### src/rtl/wdt_pkg.sv
package wdt_pkg;
  localparam int ADDR_W = 6;
  localparam int DATA_W = 16;
  localparam int CNT_W  = 15;

  localparam logic [ADDR_W-1:0] A_FEED  = 6'h00;
  localparam logic [ADDR_W-1:0] A_TOUT  = 6'h04;
  localparam logic [ADDR_W-1:0] A_DIS1  = 6'h08;
  localparam logic [ADDR_W-1:0] A_DIS2  = 6'h0C;
  localparam logic [ADDR_W-1:0] A_STAT  = 6'h10;
  localparam logic [ADDR_W-1:0] A_COUNT = 6'h14;
  localparam logic [ADDR_W-1:0] A_OVR   = 6'h18;
  localparam logic [ADDR_W-1:0] A_RSTRT = 6'h1C;
  localparam logic [ADDR_W-1:0] A_EVT   = 6'h20;
  localparam logic [ADDR_W-1:0] A_MASK  = 6'h24;
  localparam logic [ADDR_W-1:0] A_FORCE = 6'h28;

  localparam logic [DATA_W-1:0] K_FEED  = 16'hFEED;
  localparam logic [DATA_W-1:0] K_DIS1  = 16'h2BAD;
  localparam logic [DATA_W-1:0] K_DIS2  = 16'hCAFE;
  localparam logic [DATA_W-1:0] K_RSTRT = 16'hACED;
  localparam logic [DATA_W-1:0] K_CLR   = 16'hE8B4;

  localparam logic [DATA_W-1:0] C_OFF   = 16'hDABE;
  localparam logic [DATA_W-1:0] C_TOUT  = 16'hCFE8;
endpackage

### src/rtl/wdt_keyctl.sv
module wdt_keyctl
  import wdt_pkg::*;
(
  input  logic              clk,
  input  logic              rst_n,
  input  logic              wr_en,
  input  logic [ADDR_W-1:0] addr,
  input  logic [DATA_W-1:0] wdata,
  output logic              enabled,
  output logic              feed_ok,
  output logic              clr_ok
);
  logic arm_q, arm_d, en_q, en_d;
  logic hit_rstrt, hit_dis2;

  assign hit_rstrt = wr_en && addr == A_RSTRT && wdata == K_RSTRT;
  assign hit_dis2  = wr_en && addr == A_DIS2 && wdata == K_DIS2;

  always_comb begin
    arm_d = arm_q;
    en_d  = en_q;
    if (wr_en) arm_d = (addr == A_DIS1) && (wdata == K_DIS1);
    if (hit_rstrt) en_d = 1'b1;
    else if (hit_dis2 && arm_q) en_d = 1'b0;
  end

  always_ff @(posedge clk or negedge rst_n) begin
    if (!rst_n) begin
      arm_q <= 1'b0;
      en_q  <= 1'b0;
    end else begin
      arm_q <= arm_d;
      en_q  <= en_d;
    end
  end

  assign enabled = en_q;
  assign feed_ok = en_q && wr_en && addr == A_FEED && wdata == K_FEED;
  assign clr_ok  = wr_en && addr == A_STAT && wdata == K_CLR;

  // the timer can only turn off right after a disable2 key write
  assert_disable_keyed_R4: assert property (@(posedge clk) disable iff (!rst_n)
    $fell(en_q) |-> $past(wr_en && addr == A_DIS2 && wdata == K_DIS2));
  // the timer can only turn on after a restart key write
  assert_enable_keyed_R2: assert property (@(posedge clk) disable iff (!rst_n)
    $rose(en_q) |-> $past(wr_en && addr == A_RSTRT && wdata == K_RSTRT));
endmodule

### src/rtl/wdt_count.sv
module wdt_count
  import wdt_pkg::*;
(
  input  logic             clk,
  input  logic             rst_n,
  input  logic             tick,
  input  logic             enabled,
  input  logic             gate_ok,
  input  logic             feed,
  input  logic [CNT_W-1:0] timeout,
  output logic [CNT_W-1:0] cnt,
  output logic             step,
  output logic             warn,
  output logic             expire
);
  logic             run_q, run_d;
  logic [CNT_W-1:0] cnt_q, cnt_d;

  assign step   = tick && run_q && enabled && gate_ok;
  assign expire = step && (cnt_q <= CNT_W'(1));
  assign warn   = step && (cnt_q == CNT_W'(2));

  always_comb begin
    run_d = run_q;
    cnt_d = cnt_q;
    if (!enabled) run_d = 1'b0;
    else if (feed) run_d = 1'b1;
    if (feed || expire) cnt_d = timeout;
    else if (step) cnt_d = cnt_q - CNT_W'(1);
  end

  always_ff @(posedge clk or negedge rst_n) begin
    if (!rst_n) begin
      run_q <= 1'b0;
      cnt_q <= '0;
    end else begin
      run_q <= run_d;
      cnt_q <= cnt_d;
    end
  end

  assign cnt = cnt_q;

  // the count holds unless a tick or a feed arrives
  assert_count_holds_R5: assert property (@(posedge clk) disable iff (!rst_n)
    (!tick && !feed) |=> $stable(cnt_q));
  // an expiry reloads the counter from the timeout register
  assert_reload_R8: assert property (@(posedge clk) disable iff (!rst_n)
    (expire && !feed) |=> cnt_q == $past(timeout));
endmodule

### src/rtl/wdt_irq.sv
module wdt_irq
  import wdt_pkg::*;
(
  input  logic              clk,
  input  logic              rst_n,
  input  logic              wr_en,
  input  logic [ADDR_W-1:0] addr,
  input  logic              wbit,
  input  logic              warn,
  output logic              evt,
  output logic              mask,
  output logic              force_on,
  output logic              irq
);
  logic evt_q, evt_d, mask_q, mask_d, frc_q, frc_d;

  always_comb begin
    evt_d  = evt_q;
    mask_d = mask_q;
    frc_d  = frc_q;
    if (wr_en && addr == A_MASK)  mask_d = wbit;
    if (wr_en && addr == A_FORCE) frc_d  = wbit;
    if (warn || frc_q) evt_d = 1'b1;
    else if (wr_en && addr == A_EVT && wbit) evt_d = 1'b0;
  end

  always_ff @(posedge clk or negedge rst_n) begin
    if (!rst_n) begin
      evt_q  <= 1'b0;
      mask_q <= 1'b0;
      frc_q  <= 1'b0;
    end else begin
      evt_q  <= evt_d;
      mask_q <= mask_d;
      frc_q  <= frc_d;
    end
  end

  assign evt      = evt_q;
  assign mask     = mask_q;
  assign force_on = frc_q;
  assign irq      = evt_q && mask_q;

  // the warning tick sets the event bit
  assert_warn_sets_event_R10: assert property (@(posedge clk) disable iff (!rst_n)
    warn |=> evt_q);
  // force keeps the event bit set
  assert_force_holds_R11: assert property (@(posedge clk) disable iff (!rst_n)
    frc_q |=> evt_q);
endmodule

### src/rtl/wdt_rstgen.sv
module wdt_rstgen #(
  parameter int RST_CYCLES = 16
) (
  input  logic clk,
  input  logic rst_n,
  input  logic expire,
  output logic sys_rst
);
  localparam int RW = $clog2(RST_CYCLES + 1);
  logic [RW-1:0] left_q, left_d;

  always_comb begin
    left_d = left_q;
    if (expire) left_d = RW'(RST_CYCLES);
    else if (left_q != '0) left_d = left_q - RW'(1);
  end

  always_ff @(posedge clk or negedge rst_n) begin
    if (!rst_n) left_q <= '0;
    else        left_q <= left_d;
  end

  assign sys_rst = (left_q != '0);

  // an expiry raises the reset output in the next cycle
  assert_rst_follows_R8: assert property (@(posedge clk) disable iff (!rst_n)
    expire |=> sys_rst);
  // the reset pulse only starts after an expiry
  assert_rst_cause_R8: assert property (@(posedge clk) disable iff (!rst_n)
    $rose(sys_rst) |-> $past(expire));
endmodule

### src/rtl/keyed_wdt.sv
module keyed_wdt
  import wdt_pkg::*;
#(
  parameter int TIMEOUT_INIT = 6000,
  parameter int RST_CYCLES   = 16
) (
  input  logic              clk,
  input  logic              rst_n,
  input  logic              tick,
  input  logic              dbg_mode,
  input  logic              bus_wr,
  input  logic [ADDR_W-1:0] bus_addr,
  input  logic [DATA_W-1:0] bus_wdata,
  output logic [DATA_W-1:0] bus_rdata,
  output logic              irq,
  output logic              sys_rst
);
  localparam int PAD = DATA_W - CNT_W;

  logic             enabled, feed_ok, clr_ok;
  logic [CNT_W-1:0] tout_q, tout_d, cnt;
  logic             stat_q, stat_d, ovr_q, ovr_d;
  logic             step, warn, expire;
  logic             evt, mask, force_on;

  wdt_keyctl u_key (
    .clk(clk), .rst_n(rst_n), .wr_en(bus_wr), .addr(bus_addr), .wdata(bus_wdata),
    .enabled(enabled), .feed_ok(feed_ok), .clr_ok(clr_ok)
  );

  wdt_count u_cnt (
    .clk(clk), .rst_n(rst_n), .tick(tick), .enabled(enabled),
    .gate_ok(!dbg_mode || ovr_q), .feed(feed_ok), .timeout(tout_q),
    .cnt(cnt), .step(step), .warn(warn), .expire(expire)
  );

  wdt_irq u_irq (
    .clk(clk), .rst_n(rst_n), .wr_en(bus_wr), .addr(bus_addr), .wbit(bus_wdata[0]),
    .warn(warn), .evt(evt), .mask(mask), .force_on(force_on), .irq(irq)
  );

  wdt_rstgen #(.RST_CYCLES(RST_CYCLES)) u_rst (
    .clk(clk), .rst_n(rst_n), .expire(expire), .sys_rst(sys_rst)
  );

  always_comb begin
    tout_d = tout_q;
    ovr_d  = ovr_q;
    stat_d = stat_q;
    if (bus_wr && bus_addr == A_TOUT) tout_d = bus_wdata[CNT_W-1:0];
    if (bus_wr && bus_addr == A_OVR)  ovr_d  = bus_wdata[0];
    if (expire) stat_d = 1'b1;
    else if (clr_ok) stat_d = 1'b0;
  end

  always_ff @(posedge clk or negedge rst_n) begin
    if (!rst_n) begin
      tout_q <= CNT_W'(TIMEOUT_INIT);
      ovr_q  <= 1'b0;
      stat_q <= 1'b0;
    end else begin
      tout_q <= tout_d;
      ovr_q  <= ovr_d;
      stat_q <= stat_d;
    end
  end

  always_comb begin
    bus_rdata = '0;
    case (bus_addr)
      A_TOUT:  bus_rdata = {{PAD{1'b0}}, tout_q};
      A_DIS2:  bus_rdata = enabled ? '0 : C_OFF;
      A_STAT:  bus_rdata = stat_q ? C_TOUT : '0;
      A_COUNT: bus_rdata = {step, cnt};
      A_OVR:   bus_rdata = {{(DATA_W-2){1'b0}}, dbg_mode, ovr_q};
      A_EVT:   bus_rdata = {{(DATA_W-1){1'b0}}, evt};
      A_MASK:  bus_rdata = {{(DATA_W-1){1'b0}}, mask};
      A_FORCE: bus_rdata = {{(DATA_W-1){1'b0}}, force_on};
      default: bus_rdata = '0;
    endcase
  end

  // an expiry latches the timed-out status
  assert_status_set_R8: assert property (@(posedge clk) disable iff (!rst_n)
    expire |=> stat_q);
  // the status only clears on the clear key
  assert_status_clear_R9: assert property (@(posedge clk) disable iff (!rst_n)
    $fell(stat_q) |-> $past(bus_wr && bus_addr == A_STAT && bus_wdata == K_CLR));
  // a paused countdown never expires
  assert_debug_pause_R12: assert property (@(posedge clk) disable iff (!rst_n)
    (dbg_mode && !ovr_q) |-> !expire);
endmodule

### config.mk
export PLATFORM = sky130hd
export DESIGN_NAME = keyed_wdt
export DESIGN_NICKNAME = d
export VERILOG_FILES = /design/src/rtl/wdt_pkg.sv /design/src/rtl/wdt_keyctl.sv /design/src/rtl/wdt_count.sv /design/src/rtl/wdt_irq.sv /design/src/rtl/wdt_rstgen.sv /design/src/rtl/keyed_wdt.sv
export SDC_FILE = /design/constraint.sdc
export NUM_CORES = 1
export LEC_CHECK = 0
export ABC_AREA = 1
export BUFFER_PORTS_ARGS = -buffer_cell sky130_fd_sc_hd__buf_2
export CAP_MARGIN = 20
export CORE_ASPECT_RATIO = 1.5
export CORE_MARGIN = 4
export CORE_UTILIZATION = 40
export DETAILED_ROUTE_END_ITERATION = 7
export GPL_TIMING_DRIVEN = 1
export PLACE_DENSITY = 0.66
export SLEW_MARGIN = 25
export SYNTH_ARGS = -nofsm -noshare
export SYNTH_HDL_FRONTEND = slang
export SYNTH_SLANG_ARGS = --single-unit
### constraint.sdc
create_clock -name clk -period 3 [get_ports clk]
set_clock_uncertainty 0.2 [all_clocks]
set_input_delay 0.3 -clock clk [delete_from_list [all_inputs] [get_ports clk]]
set_output_delay 0.3 -clock clk [all_outputs]
set_load 0.02 [all_outputs]
**Word level (Yosys, flattened, before mapping)**

Index checks and enable logic that the tools add are counted.

- Output and inout bits: 18
- Bits of input ports: 27
- Word-level logic and storage cells: 80
- Register bits after elaboration: 43

- Magnitude comparators: 1
- Eq/ne operators: 17
- Add/sub/neg operators: 2
- Reduce and logical (&&, ||, !) cells: 34
- Multiplexer cells: 15

Operators by type and width:

| kind | count |
|---|---|
| case mux 16 bit (8 select lines) | 1 |
| equality test 16 bit (second input constant) | 4 |
| 2-to-1 mux 16 bit | 2 |
| 2-to-1 mux 15 bit | 2 |
| equality test 6 x 5 -> 1 bit (second input constant) | 4 |
| logical AND 1 bit | 23 |
| equality test 6 bit (second input constant) | 3 |
| equality test 16 x 14 -> 1 bit (second input constant) | 1 |
| equality test 15 x 2 -> 1 bit (second input constant) | 1 |
| less-or-equal comparator 15 x 1 -> 1 bit (second input constant) | 1 |
| subtractor 15 x 1 -> 15 bit (second input constant) | 1 |
| equality test 6 x 4 -> 1 bit (second input constant) | 2 |
| 2-to-1 mux 5 bit | 2 |
| nonzero test 2 bit | 5 |
| 2-to-1 mux 1 bit | 8 |
| equality test 6 x 3 -> 1 bit (second input constant) | 1 |
| logical NOT 6 bit | 1 |
| nonzero test 5 bit | 1 |
| subtractor 5 x 1 -> 5 bit (second input constant) | 1 |
| logical OR 1 bit | 3 |
| inequality test 2 x 1 -> 1 bit (second input constant) | 1 |
| logical NOT 1 bit | 1 |

**Depth between registers and ports, before layout**

- Depth after elaboration: 6
- Depth in mapped cells: 12
- Gate-level depth less buffers: 11

**Modules after synthesis**

Synthesis repeated with hierarchy kept, for this count alone.

- Cells, all modules: 508
- Area, all modules: 3,304.4 um^2

Modules (own cells, without submodules):

| module | cells each | sequential area each (um^2) | area each (um^2) | instances |
|---|---|---|---|---|
| wdt_count | 215 | 400.4 | 1,402.6 | 1 |
| keyed_wdt | 150 | 434.2 | 1,081.0 | 1 |
| wdt_keyctl | 79 | 50.0 | 367.9 | 1 |
| wdt_rstgen | 33 | 125.1 | 260.2 | 1 |
| wdt_irq | 31 | 75.1 | 192.7 | 1 |

**Worst setup path before layout**

No wires, ideal clock.

- Kind: input -> output
- Start point: input port bus_addr[1]
- End point: output port bus_rdata[11]
- Arrival time: 1.394 ns
- Data required time: 2.500 ns
- Slack: 1.106 ns
- Buffers on the path: 1
- Cell stages on the path: 6
- Path through: nor2_2 > nand2_2 > nor2_4 > nand2_1 > clkbuf_1 > o221ai_1

- Cells in the longest elaborated chain, start to end: 2
- Elaborated cells on any way between the ends: 9
- Classes of those cells: 8 x eq/ne; 1 x mux

Ends and longest elaborated chain:

| item | line | RTL |
|---|---|---|
| from (decl) | keyed_wdt.sv:12 | `input logic [ADDR_W-1:0] bus_addr,` |
| equality test 6 bit (tied with other cells) | keyed_wdt.sv:70 | `case (bus_addr)` |
| case mux 16 bit (8 select lines) (*) | keyed_wdt.sv:70 |  |
| to (decl) | keyed_wdt.sv:14 | `output logic [DATA_W-1:0] bus_rdata,` |

Mark *: on every way between the ends. The rest lies on a longest branch, timed or not.

**Worst setup path after layout**

- Start point: register u_key.en_q (netlist: u_key.enabled)
- End point: output port bus_rdata[15]

- Cells in the longest elaborated chain, start to end: 3
- Elaborated cells on any way between the ends: 4
- Classes of those cells: 2 x mux; 2 x reduce/logical

Ends and longest elaborated chain:

| item | line | RTL |
|---|---|---|
| from (decl) | wdt_keyctl.sv:13 | `logic arm_q, arm_d, en_q, en_d;` |
| from (signal assigned) | wdt_keyctl.sv:33 | `en_q <= en_d;` |
| logical AND 1 bit (2 in series) | wdt_count.sv:19 | `assign step = tick && run_q && enabled && gate_ok;` |
| case mux 16 bit (8 select lines) (*) | keyed_wdt.sv:70 |  |

Marks and branches as above.

==> metrics.txt <==
share of cells above drive strength 1 between 10% and 20%; Min-Delay Path Depth 3; drt first-iter violations 183; Hold Path Sink tout_q[6]$_DFFE_PN1P_; largest net degree at the start of global routing 44; final cell count without fillers 594; area of the core 7610 um^2; number of buffers created by CTS 5; post-layout min period 2.40 ns; n_diodes 0; # Post-CTS Setup Buffers 0; Vias 3073; fmax roughly 420 MHz; unique cell type count in the Yosys netlist 39; Async S/R FF share, synth 100%; CTS root buf clkbuf_16; Synth Flop Type dfrtp_1; Hold Vio Cnt, Final 0; initial antenna violation count 0; EDFF count, synth 0; flop-to-flop setup slack 0.87 ns; final setup fails 0; FF-to-FF End u_cnt.cnt[11]$_DFFE_PN0P_; synthesized instance count around 450; RSZ-0062 raised after global routing false; WP data required 2.50 ns; Layout Utilization a little under half; Die X 80.1 um; Clk Latency, worst-skew pair 0.29 ns; post-synthesis average cell area 6.92 um^2; Max Root-Sink Buffers 2; io pins 45; leakage 0.00187 uW; Hold Startpoint bus_wdata[6]; Worst setup EP type primary output; Placer Congestion 0.908; DR WL/cell 14.8 um; maximum VDD drop 0.328 mV; Area growth, synth to finish 13.5%; Worst R2R Start u_cnt.cnt[0]$_DFFE_PN0P_; Synthesis Warnings 0; status complete, no violations; DP Worst Slack around 0.76 ns; Seq. cell area 1080 um^2; initial core utilization 41.0%; area of the multi-input gates 1650 um^2; Worst-Margin Slew 0.586 ns; # clock sinks 43; H-tree Lvls 2; Port Buf Inserts 44; Worst Hold Slack between 0.05 and 0.06 ns; first-pass GRT wire length 14.2 mm; #FFs+latches synth 43; WP data arrival approximately 1.9 ns; nets about 520; post-DR vias/cell 5.17; final worst setup slack 0.599 ns; antenna viol nets, final 0; sequential share of the synthesized area 34.8%; die area 9300 um^2; DRC errors left 0; syn nets 483; fin. max-slew vios 0; slew margin rel. 60.8%; Row Count 39; worst-path maximum fanout 15; Fill cells 789; Clock Pin Slew Worst Setup and Hold Paths 0.06 ns; pwr dens 430 nW/um^2; GR Overflow Total 0; Total Routing Usage GR 19.9%; vias in the first global route approximately 3100; Final period util 80.0%; setup TNS 0 ns; CTS tree built; DR pass1 iterations 5; # resized after CTS 0; total of max-cap violations 0; placed instance count 585; WL final 8.81 mm; startpoint types register; type of the worst min-delay path in -> reg; CP Class reg -> out; R2R cell count 10; detailed placement HPWL 6.80 mm; die height 116 um; synthesized cell area 3120 um^2
## how the worst max path moves through the flow
stage	startpoint	to	slack, ns	cells past startpoint
floorplan	bus_addr[1]	bus_rdata[11]	1.11	6
global placement	bus_addr[1]	bus_rdata[3]	0.80	7
detailed placement	bus_addr[1]	bus_rdata[3]	0.76	7
CTS	u_key.enabled$_DFFE_PN0P_	bus_rdata[15]	0.58	5
global route	u_key.enabled$_DFFE_PN0P_	bus_rdata[3]	0.52	4
finish	u_key.enabled$_DFFE_PN0P_	bus_rdata[15]	0.60	5
## flip-flops by register name, indices dropped and copies added, names as in the netlist
register,cells
u_irq.evt,1
ovr_q,1
u_rst.left_q,5
u_cnt.cnt,15
tout_q,15
stat_q,1
u_cnt.run_q,1
u_key.arm_q,1
u_irq.mask,1
u_irq.force_on,1
u_key.enabled,1
## final cells by class
class / count / share of cell area, %
Inverter: 74 / 7.84
Clock buffer: 7 / 3.75
Timing Repair Buffer: 46 / 6.78
Clock inverter: 1 / 0.848
Multi-Input combinational cell: 321 / 46.5
Tap cell: 102 / 3.60
Sequential cell: 43 / 30.6
## Yosys cell counts (2+ instances only)
cell type / instances / area [um^2]
ha_1: 5 / 62.6
o21ai_1: 10 / 50.1
o21a_1: 2 / 15.0
buf_4: 2 / 15.0
dfrtp_1: 36 / 901
xor2_1: 5 / 43.8
nand3_1: 61 / 305
nand2_4: 2 / 22.5
o221ai_1: 12 / 105
buf_6: 5 / 56.3
nor4_1: 6 / 37.5
a211oi_1: 2 / 15.0
nand2_2: 8 / 50.1
a21oi_1: 2 / 10.0
dfstp_2: 7 / 184
buf_2: 2 / 10.0
inv_2: 4 / 15.0
inv_1: 70 / 263
nor2_1: 43 / 161
nand4_1: 6 / 37.5
nor3_1: 5 / 25.0
nor2_4: 2 / 22.5
nand3_2: 2 / 20.0
nor2_2: 9 / 56.3
o21ai_0: 13 / 65.1
nand2_1: 113 / 424
o22ai_1: 2 / 12.5
nand3b_1: 4 / 30.0
## report_power, final
| part | leakage (uW) | switching, uW | internal [uW] |
|---|---|---|---|
| Sequential | 0.000542 | 30.6 | 638 |
| Clock | 0.0000781 | 222 | 394 |
| Combinational | 0.00125 | 157 | 80.4 |
## layer usage
| layer | wire [um] | vias to the layer above | share of wire (%) | global-route usage (%) |
|---|---|---|---|---|
| met4 | 419 | 0 | 4.8 | 11.5 |
| li1 | - | 1531 | - | - |
| met3 | 404 | 34 | 4.6 | 3.16 |
| met5 | 0 | - | 0 | 0 |
| met2 | 4720 | 105 | 54 | 37.2 |
| met1 | 3270 | 1403 | 37 | 20.7 |
## worst max-delay path: stages (launching register included)
cell and delay, ns:
dfrtp_1 0.48, nand2_1 0.15, nor3_4 0.31, inv_2 0.23, o21ai_1 0.24, buf_2 0.21
## timing repair
action,in CTS,in global routing
hold buffers,0,1
setup endpoints to repair,0,0
hold endpoints to repair,0,36
## cell usage in the layout, fill, tap and decap left out, types with 2 or more instances in the layout
master / Yosys / final
xor2_1: 5 / 5
inv_1: 70 / 70
nor3_1: 5 / 5
nor2_2: 9 / 9
dfrtp_1: 36 / 36
nor2_1: 43 / 43
clkbuf_1: 1 / 2
a21oi_1: 2 / 2
nand4_1: 6 / 6
buf_4: 2 / 2
nor4_1: 6 / 6
ha_1: 5 / 5
nor2_4: 2 / 2
o221ai_1: 12 / 12
nand2_1: 113 / 113
o22ai_1: 2 / 2
dfstp_2: 7 / 7
nand2_2: 8 / 8
nand3b_1: 4 / 4
nand3_1: 61 / 61
nand3_2: 2 / 2
buf_2: 2 / 43
a211oi_1: 2 / 2
inv_2: 4 / 4
clkbuf_16: 0 / 5
o21ai_1: 10 / 10
o21ai_0: 13 / 13
o21a_1: 2 / 2
nand2_4: 2 / 2
## kinds of logic (layout without fill, tap and decap cells)
kind of cell | Yosys count | in the layout | share of synthesized area (%)
simple gates | 264 | 264 | 39.6
buf+inv | 87 | 128 | 12.4
compound gates | 46 | 46 | 9.51
xor+xnor | 6 | 6 | 1.68
fa+ha+maj | 5 | 5 | 2.01
flops | 43 | 43 | 34.8
## metrics by stage
step / instance area (um^2) / total power [uW]
finish: 3540 / 1520
global route: 3540 / 1600
CTS: 3530 / 1530
detailed placement: 3370 / 913
global placement: 3370 / 908
floorplan: 3120 / 827
Power figures use the tool's default switching activity.
